==> src/rtl/rstctl_pkg.sv <==
package rstctl_pkg;

    localparam int unsigned ADDR_W = 8;
    localparam int unsigned DATA_W = 8;

    localparam int unsigned DEF_WDT_W       = 14;
    localparam int unsigned DEF_STRETCH_LEN = 98;
    localparam int unsigned DEF_PAD_SAMPLES = 2;

    localparam logic [ADDR_W-1:0] DEF_KEY_ADDR = 8'hA6;
    localparam logic [ADDR_W-1:0] DEF_AUX_ADDR = 8'h8E;
    localparam int unsigned       DEF_DIS_BIT  = 3;
    localparam logic [DATA_W-1:0] DEF_KEY_A    = 8'h1E;
    localparam logic [DATA_W-1:0] DEF_KEY_B    = 8'hE1;

    typedef struct packed {
        logic              en;
        logic [ADDR_W-1:0] addr;
        logic [DATA_W-1:0] data;
    } reg_wr_t;

    typedef enum logic {
        SEQ_IDLE  = 1'b0,
        SEQ_ARMED = 1'b1
    } key_seq_e;

    function automatic logic wr_hits(input reg_wr_t w, input logic [ADDR_W-1:0] a);
        return w.en && (w.addr == a);
    endfunction

endpackage

==> src/rtl/rstctl_pad_filter.sv <==
module rstctl_pad_filter
    import rstctl_pkg::*;
#(
    parameter int unsigned SAMPLES = DEF_PAD_SAMPLES
) (
    input  logic clk,
    input  logic rst,
    input  logic mc_stb,
    input  logic pad_in,
    output logic ext_rst
);
    localparam int unsigned    CW   = $clog2(SAMPLES + 1);
    localparam logic [CW-1:0]  FULL = CW'(SAMPLES);

    logic [CW-1:0] run_q;

    // Count consecutive high samples, one per machine cycle, saturating.
    always_ff @(posedge clk) begin
        if (rst) begin
            run_q <= '0;
        end else if (mc_stb) begin
            if (!pad_in)
                run_q <= '0;
            else if (run_q != FULL)
                run_q <= run_q + 1'b1;
        end
    end

    assign ext_rst = (run_q == FULL);

endmodule

==> src/rtl/rstctl_wdt.sv <==
module rstctl_wdt
    import rstctl_pkg::*;
#(
    parameter int unsigned       CNT_W    = DEF_WDT_W,
    parameter logic [ADDR_W-1:0] KEY_ADDR = DEF_KEY_ADDR,
    parameter logic [DATA_W-1:0] KEY_A    = DEF_KEY_A,
    parameter logic [DATA_W-1:0] KEY_B    = DEF_KEY_B
) (
    input  logic    clk,
    input  logic    rst,
    input  logic    clr,
    input  reg_wr_t wr,
    output logic    timeout,
    output logic    fire_q,
    output logic    en_o
);
    localparam logic [CNT_W-1:0] CNT_MAX = '1;

    logic [CNT_W-1:0] cnt_q;
    logic             en_q;
    key_seq_e         seq_q, seq_d;
    logic             key_hit, restart;

    assign key_hit = wr_hits(wr, KEY_ADDR);
    assign restart = key_hit && (seq_q == SEQ_ARMED) && (wr.data == KEY_B);
    assign timeout = en_q && (cnt_q == CNT_MAX) && !restart && !clr;

    always_comb begin
        seq_d = seq_q;
        if (key_hit)
            seq_d = (!restart && wr.data == KEY_A) ? SEQ_ARMED : SEQ_IDLE;
    end

    always_ff @(posedge clk) begin
        if (rst || clr) begin
            cnt_q <= '0;
            en_q  <= 1'b0;
            seq_q <= SEQ_IDLE;
        end else begin
            seq_q <= seq_d;
            if (restart) begin
                cnt_q <= '0;
                en_q  <= 1'b1;
            end else if (timeout) begin
                cnt_q <= '0;
                en_q  <= 1'b0;
            end else if (en_q) begin
                cnt_q <= cnt_q + 1'b1;
            end
        end
    end

    always_ff @(posedge clk) begin
        if (rst) fire_q <= 1'b0;
        else     fire_q <= timeout;
    end

    assign en_o = en_q;

endmodule

==> src/rtl/rstctl_aux.sv <==
module rstctl_aux
    import rstctl_pkg::*;
#(
    parameter logic [ADDR_W-1:0] AUX_ADDR = DEF_AUX_ADDR,
    parameter int unsigned       DIS_BIT  = DEF_DIS_BIT
) (
    input  logic    clk,
    input  logic    rst,
    input  logic    clr,
    input  reg_wr_t wr,
    output logic    dis_q
);
    always_ff @(posedge clk) begin
        if (rst || clr)
            dis_q <= 1'b0;
        else if (wr_hits(wr, AUX_ADDR))
            dis_q <= wr.data[DIS_BIT];
    end
endmodule

==> src/rtl/rstctl_stretch.sv <==
module rstctl_stretch #(
    parameter int unsigned LEN = 98
) (
    input  logic clk,
    input  logic rst,
    input  logic start,
    output logic oe
);
    localparam int unsigned   CW   = $clog2(LEN + 1);
    localparam logic [CW-1:0] LOAD = CW'(LEN);

    logic [CW-1:0] left_q;

    always_ff @(posedge clk) begin
        if (rst)
            left_q <= '0;
        else if (start)
            left_q <= LOAD;
        else if (left_q != '0)
            left_q <= left_q - 1'b1;
    end

    assign oe = (left_q != '0);
endmodule

==> src/rtl/wdt_reset_ctrl.sv <==
module wdt_reset_ctrl
    import rstctl_pkg::*;
#(
    parameter int unsigned       WDT_W       = DEF_WDT_W,
    parameter int unsigned       STRETCH_LEN = DEF_STRETCH_LEN,
    parameter int unsigned       PAD_SAMPLES = DEF_PAD_SAMPLES,
    parameter logic [ADDR_W-1:0] KEY_ADDR    = DEF_KEY_ADDR,
    parameter logic [ADDR_W-1:0] AUX_ADDR    = DEF_AUX_ADDR,
    parameter int unsigned       DIS_BIT     = DEF_DIS_BIT,
    parameter logic [DATA_W-1:0] KEY_A       = DEF_KEY_A,
    parameter logic [DATA_W-1:0] KEY_B       = DEF_KEY_B
) (
    input  logic              clk,
    input  logic              rst,
    input  logic              mc_stb,
    input  logic              pad_in,
    output logic              pad_oe,
    input  logic              wr_en,
    input  logic [ADDR_W-1:0] wr_addr,
    input  logic [DATA_W-1:0] wr_data,
    output logic              sys_rst
);
    reg_wr_t wr;
    logic    ext_rst, timeout, fire_q, wdt_en, dis_q;

    assign wr = '{en: wr_en, addr: wr_addr, data: wr_data};

    rstctl_pad_filter #(.SAMPLES(PAD_SAMPLES)) u_pad (
        .clk(clk), .rst(rst), .mc_stb(mc_stb), .pad_in(pad_in), .ext_rst(ext_rst)
    );

    rstctl_wdt #(
        .CNT_W(WDT_W), .KEY_ADDR(KEY_ADDR), .KEY_A(KEY_A), .KEY_B(KEY_B)
    ) u_wdt (
        .clk(clk), .rst(rst), .clr(sys_rst), .wr(wr),
        .timeout(timeout), .fire_q(fire_q), .en_o(wdt_en)
    );

    rstctl_aux #(.AUX_ADDR(AUX_ADDR), .DIS_BIT(DIS_BIT)) u_aux (
        .clk(clk), .rst(rst), .clr(sys_rst), .wr(wr), .dis_q(dis_q)
    );

    rstctl_stretch #(.LEN(STRETCH_LEN)) u_str (
        .clk(clk), .rst(rst), .start(timeout && !dis_q), .oe(pad_oe)
    );

    assign sys_rst = ext_rst || fire_q;

endmodule

==> config.mk <==
export PLATFORM = sky130hd
export DESIGN_NAME = wdt_reset_ctrl
export DESIGN_NICKNAME = d
export VERILOG_FILES = /design/src/rtl/rstctl_pkg.sv /design/src/rtl/rstctl_pad_filter.sv /design/src/rtl/rstctl_wdt.sv /design/src/rtl/rstctl_aux.sv /design/src/rtl/rstctl_stretch.sv /design/src/rtl/wdt_reset_ctrl.sv
export SDC_FILE = /design/constraint.sdc
export NUM_CORES = 1
export LEC_CHECK = 0
export BUFFER_PORTS_ARGS = -buffer_cell sky130_fd_sc_hd__buf_2
export CORE_AREA = 2 2 56 58
export CTS_BUF_LIST = sky130_fd_sc_hd__clkbuf_2
export DETAILED_ROUTE_END_ITERATION = 10
export DIE_AREA = 0 0 58 60
export MAX_ROUTING_LAYER = met4
export PLACE_DENSITY = 0.7
export SLEW_MARGIN = 5
export SYNTH_ARGS = -nofsm -noshare
export SYNTH_HDL_FRONTEND = slang
export SYNTH_SLANG_ARGS = --single-unit
==> constraint.sdc <==
create_clock -name clk -period 4.9 [get_ports clk]
set_clock_uncertainty 0.2 [all_clocks]
set_input_delay 0.735 -clock clk [delete_from_list [all_inputs] [get_ports clk]]
set_output_delay 0.735 -clock clk [all_outputs]
set_load 0.005 [all_outputs]
# [Word-level counts from Yosys, hierarchy flattened]
# Cells that the tools add are included.
[op_classes] mux=7 n_addsub=3 reduce_logical=20 eq_ne=8
[ops] cell="$eq 8x8->1 const B" count=3
[ops] cell="$add 14x1->14 const B" count=1
[ops] cell="$eq 14x14->1 const B" count=1
[ops] cell="$mux 7" count=2
[ops] cell="$logic_and 1x1->1" count=9
[ops] cell="$eq 8x5->1 const B" count=1
[ops] cell="$reduce_bool 7->1" count=1
[ops] cell="$sub 7x1->7 const B" count=1
[ops] cell="$mux 2" count=2
[ops] cell="$reduce_bool 2->1" count=2
[ops] cell="$logic_not 1->1" count=3
[ops] cell="$mux 1" count=3
[ops] cell="$reduce_or 3->1" count=1
[ops] cell="$add 2x1->2 const B" count=1
[ops] cell="$eq 2x2->1 const B" count=1
[ops] cell="$logic_or 1x1->1" count=2
[ops] cell="$ne 2x1->1 const B" count=1
[ops] cell="$ne 2x2->1 const B" count=1
[ops] cell="$reduce_and 2->1" count=1
[ops] cell="$reduce_or 2->1" count=1
[totals] word_cells=46 ff_bits=27

# [Logic depth before layout (Yosys ltp)]
# Gate-level depths: netlist of run 1.
[depth] depth_word=9 mapped_depth=8

# [Modules after synthesis]
# From an unflattened synthesis of run 1, not the netlist that was laid out.
[unflattened] cells_unflattened=157 area_unflattened_um2=1475.2
[modules_own_cells] module="rstctl_wdt" cells_per_inst=94 instances=1 area_per_inst_um2=899.6 seq_area_each_um2=340.3
[modules_own_cells] module="rstctl_stretch" cells_per_inst=42 instances=1 area_per_inst_um2=362.8 seq_area_each_um2=140.1
[modules_own_cells] module="rstctl_pad_filter" cells_per_inst=11 instances=1 area_per_inst_um2=130.1 seq_area_each_um2=40.0
[modules_own_cells] module="rstctl_aux" cells_per_inst=8 instances=1 area_per_inst_um2=70.1 seq_area_each_um2=20.0
[modules_own_cells] module="wdt_reset_ctrl" cells_per_inst=2 instances=1 area_per_inst_um2=12.5 seq_area_each_um2=0.0

# [Worst setup path before layout of run 1]
# Ideal clock, no wire load.
[synth_timing] path_kind="input to register" start="in wr_addr[6]" end="reg u_wdt.cnt_q[10]" stages=5 setup_ps=121 arrival_time_ps=1892 required_ps=4579 setup_slack_ps=2687 path_cell_list="nand4bb_1 > or4_4 > o21ai_2 > buf_6 > nor3_1"
[synth_between] elab_chain_cells=8
[synth_lines] item="from (decl)" line="wdt_reset_ctrl.sv:19" source="input logic [ADDR_W-1:0] wr_addr,"
[synth_lines] item="$eq 8x8->1 (*)" line="rstctl_pkg.sv:28" source="return w.en && (w.addr == a);"
[synth_lines] item="$logic_and 1x1->1 (*)" line="rstctl_pkg.sv:28"
[synth_lines] item="$logic_and 1x1->1 (*) (2 in a row)" line="rstctl_wdt.sv:25" source="assign restart = key_hit && (seq_q == SEQ_ARMED) && (wr.data == KEY_B);"
[synth_lines] item="$logic_not 1->1" line="rstctl_wdt.sv:26" source="assign timeout = en_q && (cnt_q == CNT_MAX) && !restart && !clr;"
[synth_lines] item="$logic_and 1x1->1 (2 in a row)" line="rstctl_wdt.sv:26"
[synth_lines] item="$reduce_or 3->1 (no source line) (*)"
[synth_lines] item="to (signal assigned)" line="rstctl_wdt.sv:48" source="cnt_q <= cnt_q + 1'b1;"
[synth_lines] item="to (decl)" line="rstctl_wdt.sv:19" source="logic [CNT_W-1:0] cnt_q;"
# Mark *: on every way between the ends. The rest lies on a longest branch, timed or not.
# A chain may end at the register's enable or synchronous reset.

# [Worst setup path after layout of run 1]
[layout_timing] start="reg u_str.left_q[0]" end="out pad_oe"
[layout_between] elab_chain_cells=1
[layout_lines] item="from (decl)" line="rstctl_stretch.sv:12" source="logic [CW-1:0] left_q;"
[layout_lines] item="from (signal assigned)" line="rstctl_stretch.sv:20" source="left_q <= left_q - 1'b1;"
[layout_lines] item="$reduce_bool 7->1" line="rstctl_stretch.sv:23" source="assign oe = (left_q != '0);"
[layout_lines] item="to (decl)" line="wdt_reset_ctrl.sv:17" source="output logic pad_oe,"
# No other way between the ends.

==> impl_metrics.yaml, run 1 <==
synth:
  synthFlopType: "dfxtp_1"
  ys_types: 39
  async_reset_ff_share_pct: 0
  synth_largest_area_cell: "dfxtp_1"
  yosys-top-cells-area: "dfxtp_1 39%, nor3_1 8.3%, xnor2_1 5.0%"
  avgSynthCellArea_um2: 9.102
  yosys_warnings: 0
  seq_area_frac_synth_pct: 38.81
  synth_nets: 177
  syn-cell-area_um2: 1393
  synth_edf_count: 0
  synth_top_area_share_pct: 38.81
  syn_inst: 153
  ys_seq_elements: 27
global_route:
  track_usage_pct: 16.28
  antenna_found_initial: 0
  grt_pass1_vias: 1006
  grt_max_degree: 17
  grt_overflow: 0
  grt_pass1_wl_um: 4257
setup_path:
  crit_arrival_ns: 1.68
  crit_path_top_delay_cell: "dfxtp_1"
  path_delay_family: "simple AND/OR/NAND/NOR gates"
  slowest_delay_ns: 0.37
  crit_start: "u_str.left_q[0]"
  cp_max_fo: 5
  cp-start-kind: "flop"
  required_ns: 3.96
  path_class: "flop to output pin"
  r2r-start: "u_wdt.cnt_q[0]"
  cp_cell_sequence: "inv_1 > ha_1 > nor3b_2 > nand2_1 > buf_2"
  path_buf_inv: 2
  end_kind: "output pin"
clock_tree:
  postCtsHoldBufs: 0
  postCtsSetupBuffers: 0
  htree_levels: 1
  clk_pin_slew_ns: 0.26
  cts_buffer_depth: 2
  tritoncts: "built"
  clock-sinks: 27
  cts_resized: 0
  insertion_delay_ns: 0.37
  cts_buffers: 3
  root_buffer: "clkbuf_2"
finish:
  stdcell_area_um2: 1533
  n_fill_cell: 277
  drive_above_1_share_pct: 19.65
  nets: 198
  mostFrequentLayoutCells: "27 x dfxtp_1, 23 x nor3_1, 22 x buf_2"
  syn2layout_area_growth_pct: 10.06
  antennaDiodeCount: 0
  final_common_cell: "dfxtp_1"
power_and_ir_drop:
  peakVddDrop_uv: 299.1
  power_mw: 0.5090
  powerDensity_nw_per_um2: 332.1
  p_leak_nw: 0.6039
timing:
  finalWorstSetupSlack_ns: 2.280
  hold_violations: 0
  period_minus_slack_ns: 2.620
  tightest_slew_ns: 0.8434
  fmax_mhz: 381.7
  period_share_pct: 53.47
  hold_slack_ns: 0.2823
  setup_viol: 0
  grt_setup_unrepaired: "no"
  final_max_slew_viol_count: 0
  tns_ns: 0
  relSlewSlack_pct: 43.35
min_path:
  hold_path.class: "flop to flop"
  hold_start: "u_str.left_q[6]"
route:
  drc: 0
  wl_per_cell_um: 11.94
  drtIter0Drc: 67
  ant_nets: 0
  wirelength_um: 2460
  routed_via_density: 5.466
  dr.pass1.iters: 4
  vias: 1126
placed_design:
  io_buffers: 22
  postPlaceCellArea_um2: 1510
  hpwl_um: 1871
  pre_cts_ws_ns: 2.300
  gp_congestion: 0.7356
floorplan:
  die_h_um: 60
  start_util_pct: 47.97
  rows: 20
  ios: 23
  coreArea_um2: 2903
  die_area_um2: 3480
  die_x_um: 58
status:
  status: "completed"
job:
  drv_cap: 0
-- cell usage after synthesis (all sizes together) (2+ instances only) --
library cell  number
a21oi              8
and3               5
and4               2
buf                4
clkbuf             2
dfxtp             27
ha                 3
inv                6
mux2i              4
nand2             13
nand3              2
nand4              8
nor2               9
nor3              23
nor3b              2
nor4               3
xnor2              8
xor2               8
-- worst register-to-register path: cells and delay by family, from the launching register on --
family | cells | cell delay [ns]
simple gates | 3 | 1.12
flops | 1 | 0.44
fa+ha+maj | 1 | 0.23
compound gates | 1 | 0.29
-- logic make-up after synthesis --
group	share of synthesized area, %
AOI/OAI and AO/OA	7.638
xor gates and xnor gates	10.06
adders and majority gates	2.696
buffers and inverters	4.043
DFF	38.81
muxes	3.684
and+or+nand+nor	33.07
-- per-stage QoR --
| step | util, % | std cells |
|---|---|---|
| after floorplan | - | 153 |
| after CTS | 52.80 | 206 |
| after detailed placement | 52.03 | 202 |
| after global routing | 52.80 | 206 |
| after global placement | 52.03 | 202 |
| final | 52.80 | 206 |
-- report_power, final --
part           leakage (nW)  switching [mW]  internal, mW
sequential            0.219          0.0191         0.244
combinational         0.372          0.0736        0.0841
clock                0.0126          0.0687        0.0189
-- layer usage --
metal	wire (um)	share of wire [%]	track usage [%]
met4	40	1.6	6.977
met3	160	6.5	2.814
met2	1105	45	26.62
met1	1154	47	19.81
met5	0	0	-
-- area by class of cell --
cell class | count | area, um^2 | share of cell area (%)
Tap cell | 33 | 41.29 | 2.694
Clock inverter | 1 | 7.507 | 0.4898
Timing Repair Buffer | 22 | 110.1 | 7.184
Multi-Input combinational cell | 114 | 795.8 | 51.92
Clock buffer | 3 | 15.01 | 0.9796
Sequential cell | 27 | 540.5 | 35.27
Inverter | 6 | 22.52 | 1.469
-- sequential cells by signal (all words and copies together), names as in the netlist --
register,flops
u_wdt.fire_q,1
u_aux.dis_q,1
u_wdt.en_o,1
u_str.left_q,7
u_wdt.seq_q,1
u_wdt.cnt_q,14
u_pad.run_q,2
-- path summary, 6_finish.rpt --
check,cells past startpoint,slack [ns],endpoint
max,5,2.28,pad_oe
min,2,0.28,u_str.left_q[6]
max reg2reg,5,2.56,u_str.left_q[0]
min reg2reg,2,0.28,u_str.left_q[6]
No activity file was read; power rests on OpenSTA's default activity.
==> run 2, diff against run 1 <==
--- a/config.mk
+++ b/config.mk
@@ -11,7 +11,7 @@
 export DETAILED_ROUTE_END_ITERATION = 10
 export DIE_AREA = 0 0 58 60
 export MAX_ROUTING_LAYER = met4
-export PLACE_DENSITY = 0.7
+export PLACE_DENSITY = 0.73
 export SLEW_MARGIN = 5
 export SYNTH_ARGS = -nofsm -noshare
 export SYNTH_HDL_FRONTEND = slang
==> constraint.sdc (replaced) <==
create_clock -name clk -period 2.3 [get_ports clk]
set_clock_uncertainty 0.2 [all_clocks]
set_input_delay 0.345 -clock clk [delete_from_list [all_inputs] [get_ports clk]]
set_output_delay 0.345 -clock clk [all_outputs]
set_load 0.005 [all_outputs]
==> run 2 against run 1 <==
Against the previous run: count of clock-buffer cells in the layout grew 1; sequential share of layout area decreased by 0.43 points; combinational power rose by 130%; first-iteration DRC count is 25% lower; die area unchanged; worst setup slack lost 2.1 ns; total power increased by 120%; register-to-register slack lost 2.2 ns; non-clock buffer count grew 2; critical path type unchanged; routed wire length up 3.4%; sequential power grew 120%; critical path depth is the same; critical endpoint is now sys_rst.
==> impl_metrics.yaml, run 2 (synthesis results as in run 1) <==
timing:
  hold_slack_ns: 0.07382
  setup_viol: 0
  final_max_slew_viol_count: 0
  period_share_pct: 93.12
  grt_setup_unrepaired: "no"
  relSlewSlack_pct: 77.00
  tightest_slew_ns: 0.3424
  hold_violations: 0
  fmax_mhz: 466.9
  period_minus_slack_ns: 2.142
  tns_ns: 0
finish:
  syn2layout_area_growth_pct: 11.41
  n_fill_cell: 272
  largest_register_ffs: 14
  nets: 200
  final_common_cell: "dfxtp_1"
  regArea_um2: 540.5
  layoutNonFillerInstCount: 208
  antennaDiodeCount: 0
  mostFrequentLayoutCells: "27 x dfxtp_1, 23 x nor3_1, 22 x buf_2"
  max_flop_register: "u_wdt.cnt_q"
  drive_above_1_share_pct: 20.57
  largestRegisters: "u_wdt.cnt_q (14), u_str.left_q (7), u_pad.run_q (2)"
  multiInputGateArea_um2: 802.0
global_route:
  grt_overflow: 0
  track_usage_pct: 16.35
  grt_pass1_vias: 1033
  grt_max_degree: 15
  antenna_found_initial: 0
  grt_pass1_wl_um: 4319
power_and_ir_drop:
  peakVddDrop_uv: 718.2
  powerDensity_nw_per_um2: 712.1
  p_leak_nw: 0.6192
  power_mw: 1.105
floorplan:
  coreArea_um2: 2903
  rows: 20
  start_util_pct: 47.97
  die_x_um: 58
  ios: 23
  die_h_um: 60
  die_area_um2: 3480
clock_tree:
  clk_pin_slew_ns: 0.23
  tritoncts: "built"
  postCtsSetupBuffers: 0
  insertion_delay_ns: 0.34
  htree_levels: 1
  root_buffer: "clkbuf_2"
  cts_buffer_depth: 2
  postCtsHoldBufs: 0
  cts_buffers: 3
  clock-sinks: 27
  cts_resized: 0
route:
  dr.pass1.iters: 4
  wl_per_cell_um: 12.23
  ant_nets: 0
  routed_via_density: 5.524
  drtIter0Drc: 50
  vias: 1149
  wirelength_um: 2544
  drc: 0
status:
  status: "completed"
setup_path:
  critPathMostFrequentCell: "inv_1"
  end_kind: "output pin"
  required_ns: 1.75
  crit_path_top_delay_cell: "dfxtp_1"
  path_buf_inv: 3
  cp_cell_sequence: "inv_1 > ha_1 > nor2_1 > inv_1 > buf_2"
  cp_max_fo: 5
  path_class: "flop to output pin"
  cp-start-kind: "flop"
  path_delay_family: "flip-flops"
  slowest_delay_ns: 0.41
  crit_arrival_ns: 1.60
job:
  drv_cap: 0
placed_design:
  dpl.cell_count: 204
  hpwl_um: 1939
  gp_congestion: 0.7387
  io_buffers: 22
min_path:
  hold_path.class: "input pin to flop"
-- run 2: layout make-up --
type,count,share of cell area [%]
repair buffers,24,8.065
flip-flops and latches,27,34.84
clock buffers,4,1.290
well taps,33,2.661
inverters,6,1.452
multi-input cells,114,51.69
-- run 2: path summary, 6_finish.rpt --
path / startpoint / to / slack, ns / cells after the start
worst max-delay path: u_pad.run_q[0] / sys_rst / 0.16 / 5
worst min register to register: u_str.left_q[6] / u_str.left_q[6] / 0.29 / 2
worst max register to register: u_pad.run_q[0] / u_wdt.cnt_q[6] / 0.32 / 8
worst min-delay path: rst / u_pad.run_q[1] / 0.07 / 2
-- run 2: stage by stage --
step                cell area (um^2)  worst slack, ns  utilization, %
floorplan                       1393           0.4771               -
finish                          1551           0.1583           53.45
detailed placement              1525           0.3345           52.54
global placement                1525           0.3546           52.54
CTS                             1545           0.1199           53.23
global route                    1551         0.005923           53.45
-- run 2: power by group --
group,switching (mW),leakage [nW],internal [mW]
Combinational,0.166,0.384,0.192
Clock,0.132,0.0166,0.0459
Sequential,0.0484,0.219,0.521
-- run 2: routing by layer --
metal | track usage [%] | wire (um)
met1 | 19.09 | 1161
met5 | - | 0
met2 | 28.25 | 1229
met4 | 5.980 | 15
met3 | 2.814 | 138
==> run 3, diff against run 2 <==
--- a/config.mk
+++ b/config.mk
@@ -5,13 +5,14 @@
 export SDC_FILE = /design/constraint.sdc
 export NUM_CORES = 1
 export LEC_CHECK = 0
+export ABC_AREA = 1
 export BUFFER_PORTS_ARGS = -buffer_cell sky130_fd_sc_hd__buf_2
-export CORE_AREA = 2 2 56 58
+export CORE_AREA = 2 2 57 59
 export CTS_BUF_LIST = sky130_fd_sc_hd__clkbuf_2
 export DETAILED_ROUTE_END_ITERATION = 10
-export DIE_AREA = 0 0 58 60
+export DIE_AREA = 0 0 59 61
 export MAX_ROUTING_LAYER = met4
-export PLACE_DENSITY = 0.73
+export PLACE_DENSITY = 0.72
 export SLEW_MARGIN = 5
 export SYNTH_ARGS = -nofsm -noshare
 export SYNTH_HDL_FRONTEND = slang
==> run 3 against run 2 <==
Against the previous run: worst setup slack improved by 0.10 ns; design area up 3.9%; first-iteration DRC count is 34% lower; sequential power decreased by 4.7%; total power decreased by 4.5%; combinational power fell by 7.5%; count of clock-buffer cells in the layout unchanged; critical endpoint is now pad_oe; highest routed layer unchanged.
==> impl_metrics.yaml, run 3 <==
setup_path:
  path_class: "flop to output pin"
  cp_cell_sequence: "inv_1 > ha_1 > inv_1 > nor3_4 > nand2_2 > buf_2"
  slowest_delay_ns: 0.35
  cp_max_fo: 5
  end_kind: "output pin"
  r2r_cells: 7
  required_ns: 1.75
  critPathMostFrequentCell: "inv_1"
  crit_arrival_ns: 1.50
  crit_path_top_delay_cell: "dfxtp_1"
  cp-start-kind: "flop"
floorplan:
  start_util_pct: 48.26
  die_area_um2: 3599
  die_h_um: 61
  ios: 23
  coreArea_um2: 2953
  die_x_um: 59
  rows: 20
route:
  routed_via_density: 4.756
  dr.pass1.iters: 5
  drc: 0
  ant_nets: 0
  drtIter0Drc: 33
  wl_per_cell_um: 9.226
  vias: 1265
  wirelength_um: 2454
timing:
  final_max_slew_viol_count: 0
  relSlewSlack_pct: 81.51
  tns_ns: 0
  hold_slack_ns: 0.06272
  period_share_pct: 88.79
  grt_setup_unrepaired: "no"
  setup_viol: 0
  period_minus_slack_ns: 2.042
  hold_violations: 0
  tightest_slew_ns: 0.2753
  fmax_mhz: 489.7
power_and_ir_drop:
  p_int_mw: 0.7067
  seq_power_share_pct: 51.4
  peakVddDrop_uv: 248.9
  combinationalPowerShare_pct: 31.4
  p_leak_nw: 0.6988
  p_sw_mw: 0.3480
  powerDensity_nw_per_um2: 654.5
  clkPwrFrac_pct: 17.2
  switching_share_pct: 32.99
finish:
  max_flop_register: "u_wdt.cnt_q"
  mostFrequentLayoutCells: "46 x nand2_1, 35 x nor2_1, 27 x dfxtp_1"
  largest_register_ffs: 14
  final_common_cell: "nand2_1"
  syn2layout_area_growth_pct: 13.08
  drive_above_1_share_pct: 17.17
  largestRegisters: "u_wdt.cnt_q (14), u_str.left_q (7), u_pad.run_q (2)"
  antennaDiodeCount: 0
  stdcell_area_um2: 1612
  nets: 258
min_path:
  holdPathStages: 3
  hold_path.class: "input pin to flop"
synth:
  synthFlopType: "dfxtp_1"
  yosys_warnings: 0
  netlist_top_cells_count: "47 x nand2_1, 35 x nor2_1, 27 x dfxtp_1"
  avgSynthCellArea_um2: 6.918
  ys_types: 24
  yosys-top-cells-area: "dfxtp_1 38%, nand2_1 12%, nor2_1 9.2%"
  seq_area_frac_synth_pct: 37.93
  synth_top_area_share_pct: 37.93
  synth_edf_count: 0
  async_reset_ff_share_pct: 0
  syn-cell-area_um2: 1425
  yosysMostFrequentCell: "nand2_1"
  ys_seq_elements: 27
  synth_nets: 230
  synth_largest_area_cell: "dfxtp_1"
  syn_inst: 206
clock_tree:
  insertion_delay_ns: 0.36
  clock-sinks: 27
  cts_buffer_depth: 2
  tritoncts: "built"
  clk_pin_slew_ns: 0.23
  root_buffer: "clkbuf_2"
  htree_levels: 1
  cts_buffers: 3
placed_design:
  gp_congestion: 0.8323
  io_buffers: 22
  postPlaceCellArea_um2: 1565
  hpwl_um: 1934
global_route:
  grt_use_met3_pct: 1.279
  grt_max_degree: 15
  antenna_found_initial: 0
  busiest_layer: "met2"
  track_usage_pct: 16.18
  grt_pass1_vias: 1094
  grt_use_met1_pct: 19.53
  use_met2_pct: 26.51
  grt_overflow: 0
  grt_pass1_wl_um: 4291
job:
  drv_cap: 0
status:
  status: "completed"
[run 3: changes by cell type after synthesis, sizes merged, moves of 5 or more]
cell	previous run	this run
o21ai	1	7
a21oi	8	13
inv	6	27
nor3	23	4
nand4	8	3
nand3	2	15
nand2	13	48
nor2	9	40
and3	5	0
[run 3: layer usage]
metal	vias to the layer above	part of all wire, %
met5	-	0
met4	0	2.9
met3	4	2.0
met2	14	45
met1	541	50
li1	706	-
[run 3: repair_timing]
action | CTS | global route
hold buffers | 1 | 0
endpoints found under the hold margin | 4 | 0
endpoints found under the setup margin | 0 | 1
buffers inserted | 0 | 1
resized for setup | 0 | 2
[run 3: layout make-up]
type | instances | area [um^2]
fillers | 309 | 1341
multi-input cells | 151 | 780.7
flip-flops and latches | 27 | 540.5
repair buffers | 24 | 127.6
inverters | 27 | 101.3
well taps | 33 | 41.29
clock buffers | 4 | 20.02
[run 3: final timing paths]
| check | startpoint | slack [ns] | end |
|---|---|---|---|
| setup reg to reg | u_pad.run_q[0] | 0.51 | u_wdt.cnt_q[11] |
| hold reg to reg | u_str.left_q[6] | 0.28 | u_str.left_q[6] |
| hold / removal | wr_en | 0.06 | u_aux.dis_q |
| setup / recovery | u_str.left_q[0] | 0.26 | pad_oe |
[run 3: critical path, delay by kind of cell (launching register included)]
| family | cells | cell delay, ns |
|---|---|---|
| buffers and inverters | 3 | 0.34 |
| adder cells (fa/ha/maj) | 1 | 0.20 |
| AND/OR/NAND/NOR | 2 | 0.25 |
| flip-flops | 1 | 0.35 |
[run 3: per-stage QoR]
stage | utilization [%] | total power, mW | setup slack (ns) | instances
after floorplan | - | 0.7759 | 0.7666 | 206
after global placement | 53.01 | 0.8434 | 0.5728 | 260
after detailed placement | 53.01 | 0.8488 | 0.5158 | 260
after CTS | 54.03 | 1.032 | 0.07569 | 265
after global routing | 54.58 | 1.137 | 0.09351 | 266
final | 54.58 | 1.055 | 0.2579 | 266
[run 3: cell families (layout without fill, tap and decap cells)]
family          count (synthesis)  count (layout)  synth area share [%]
flops                          27              27                 37.93
simple gates                  115             115                 36.52
buf+inv                        28              55                 7.901
xor+xnor                       11              11                 6.760
compound gates                 22              22                 8.253
fa+ha+maj                       3               3                 2.634
[run 3: power groups by stage]
stage / combinational, mW / clock [mW] / sequential (mW)
final: 0.331 / 0.181 / 0.542
after detailed placement: 0.301 / 0 / 0.548
after global routing: 0.380 / 0.208 / 0.548
after global placement: 0.298 / 0 / 0.546
after floorplan: 0.235 / 0 / 0.541
after CTS: 0.303 / 0.190 / 0.538
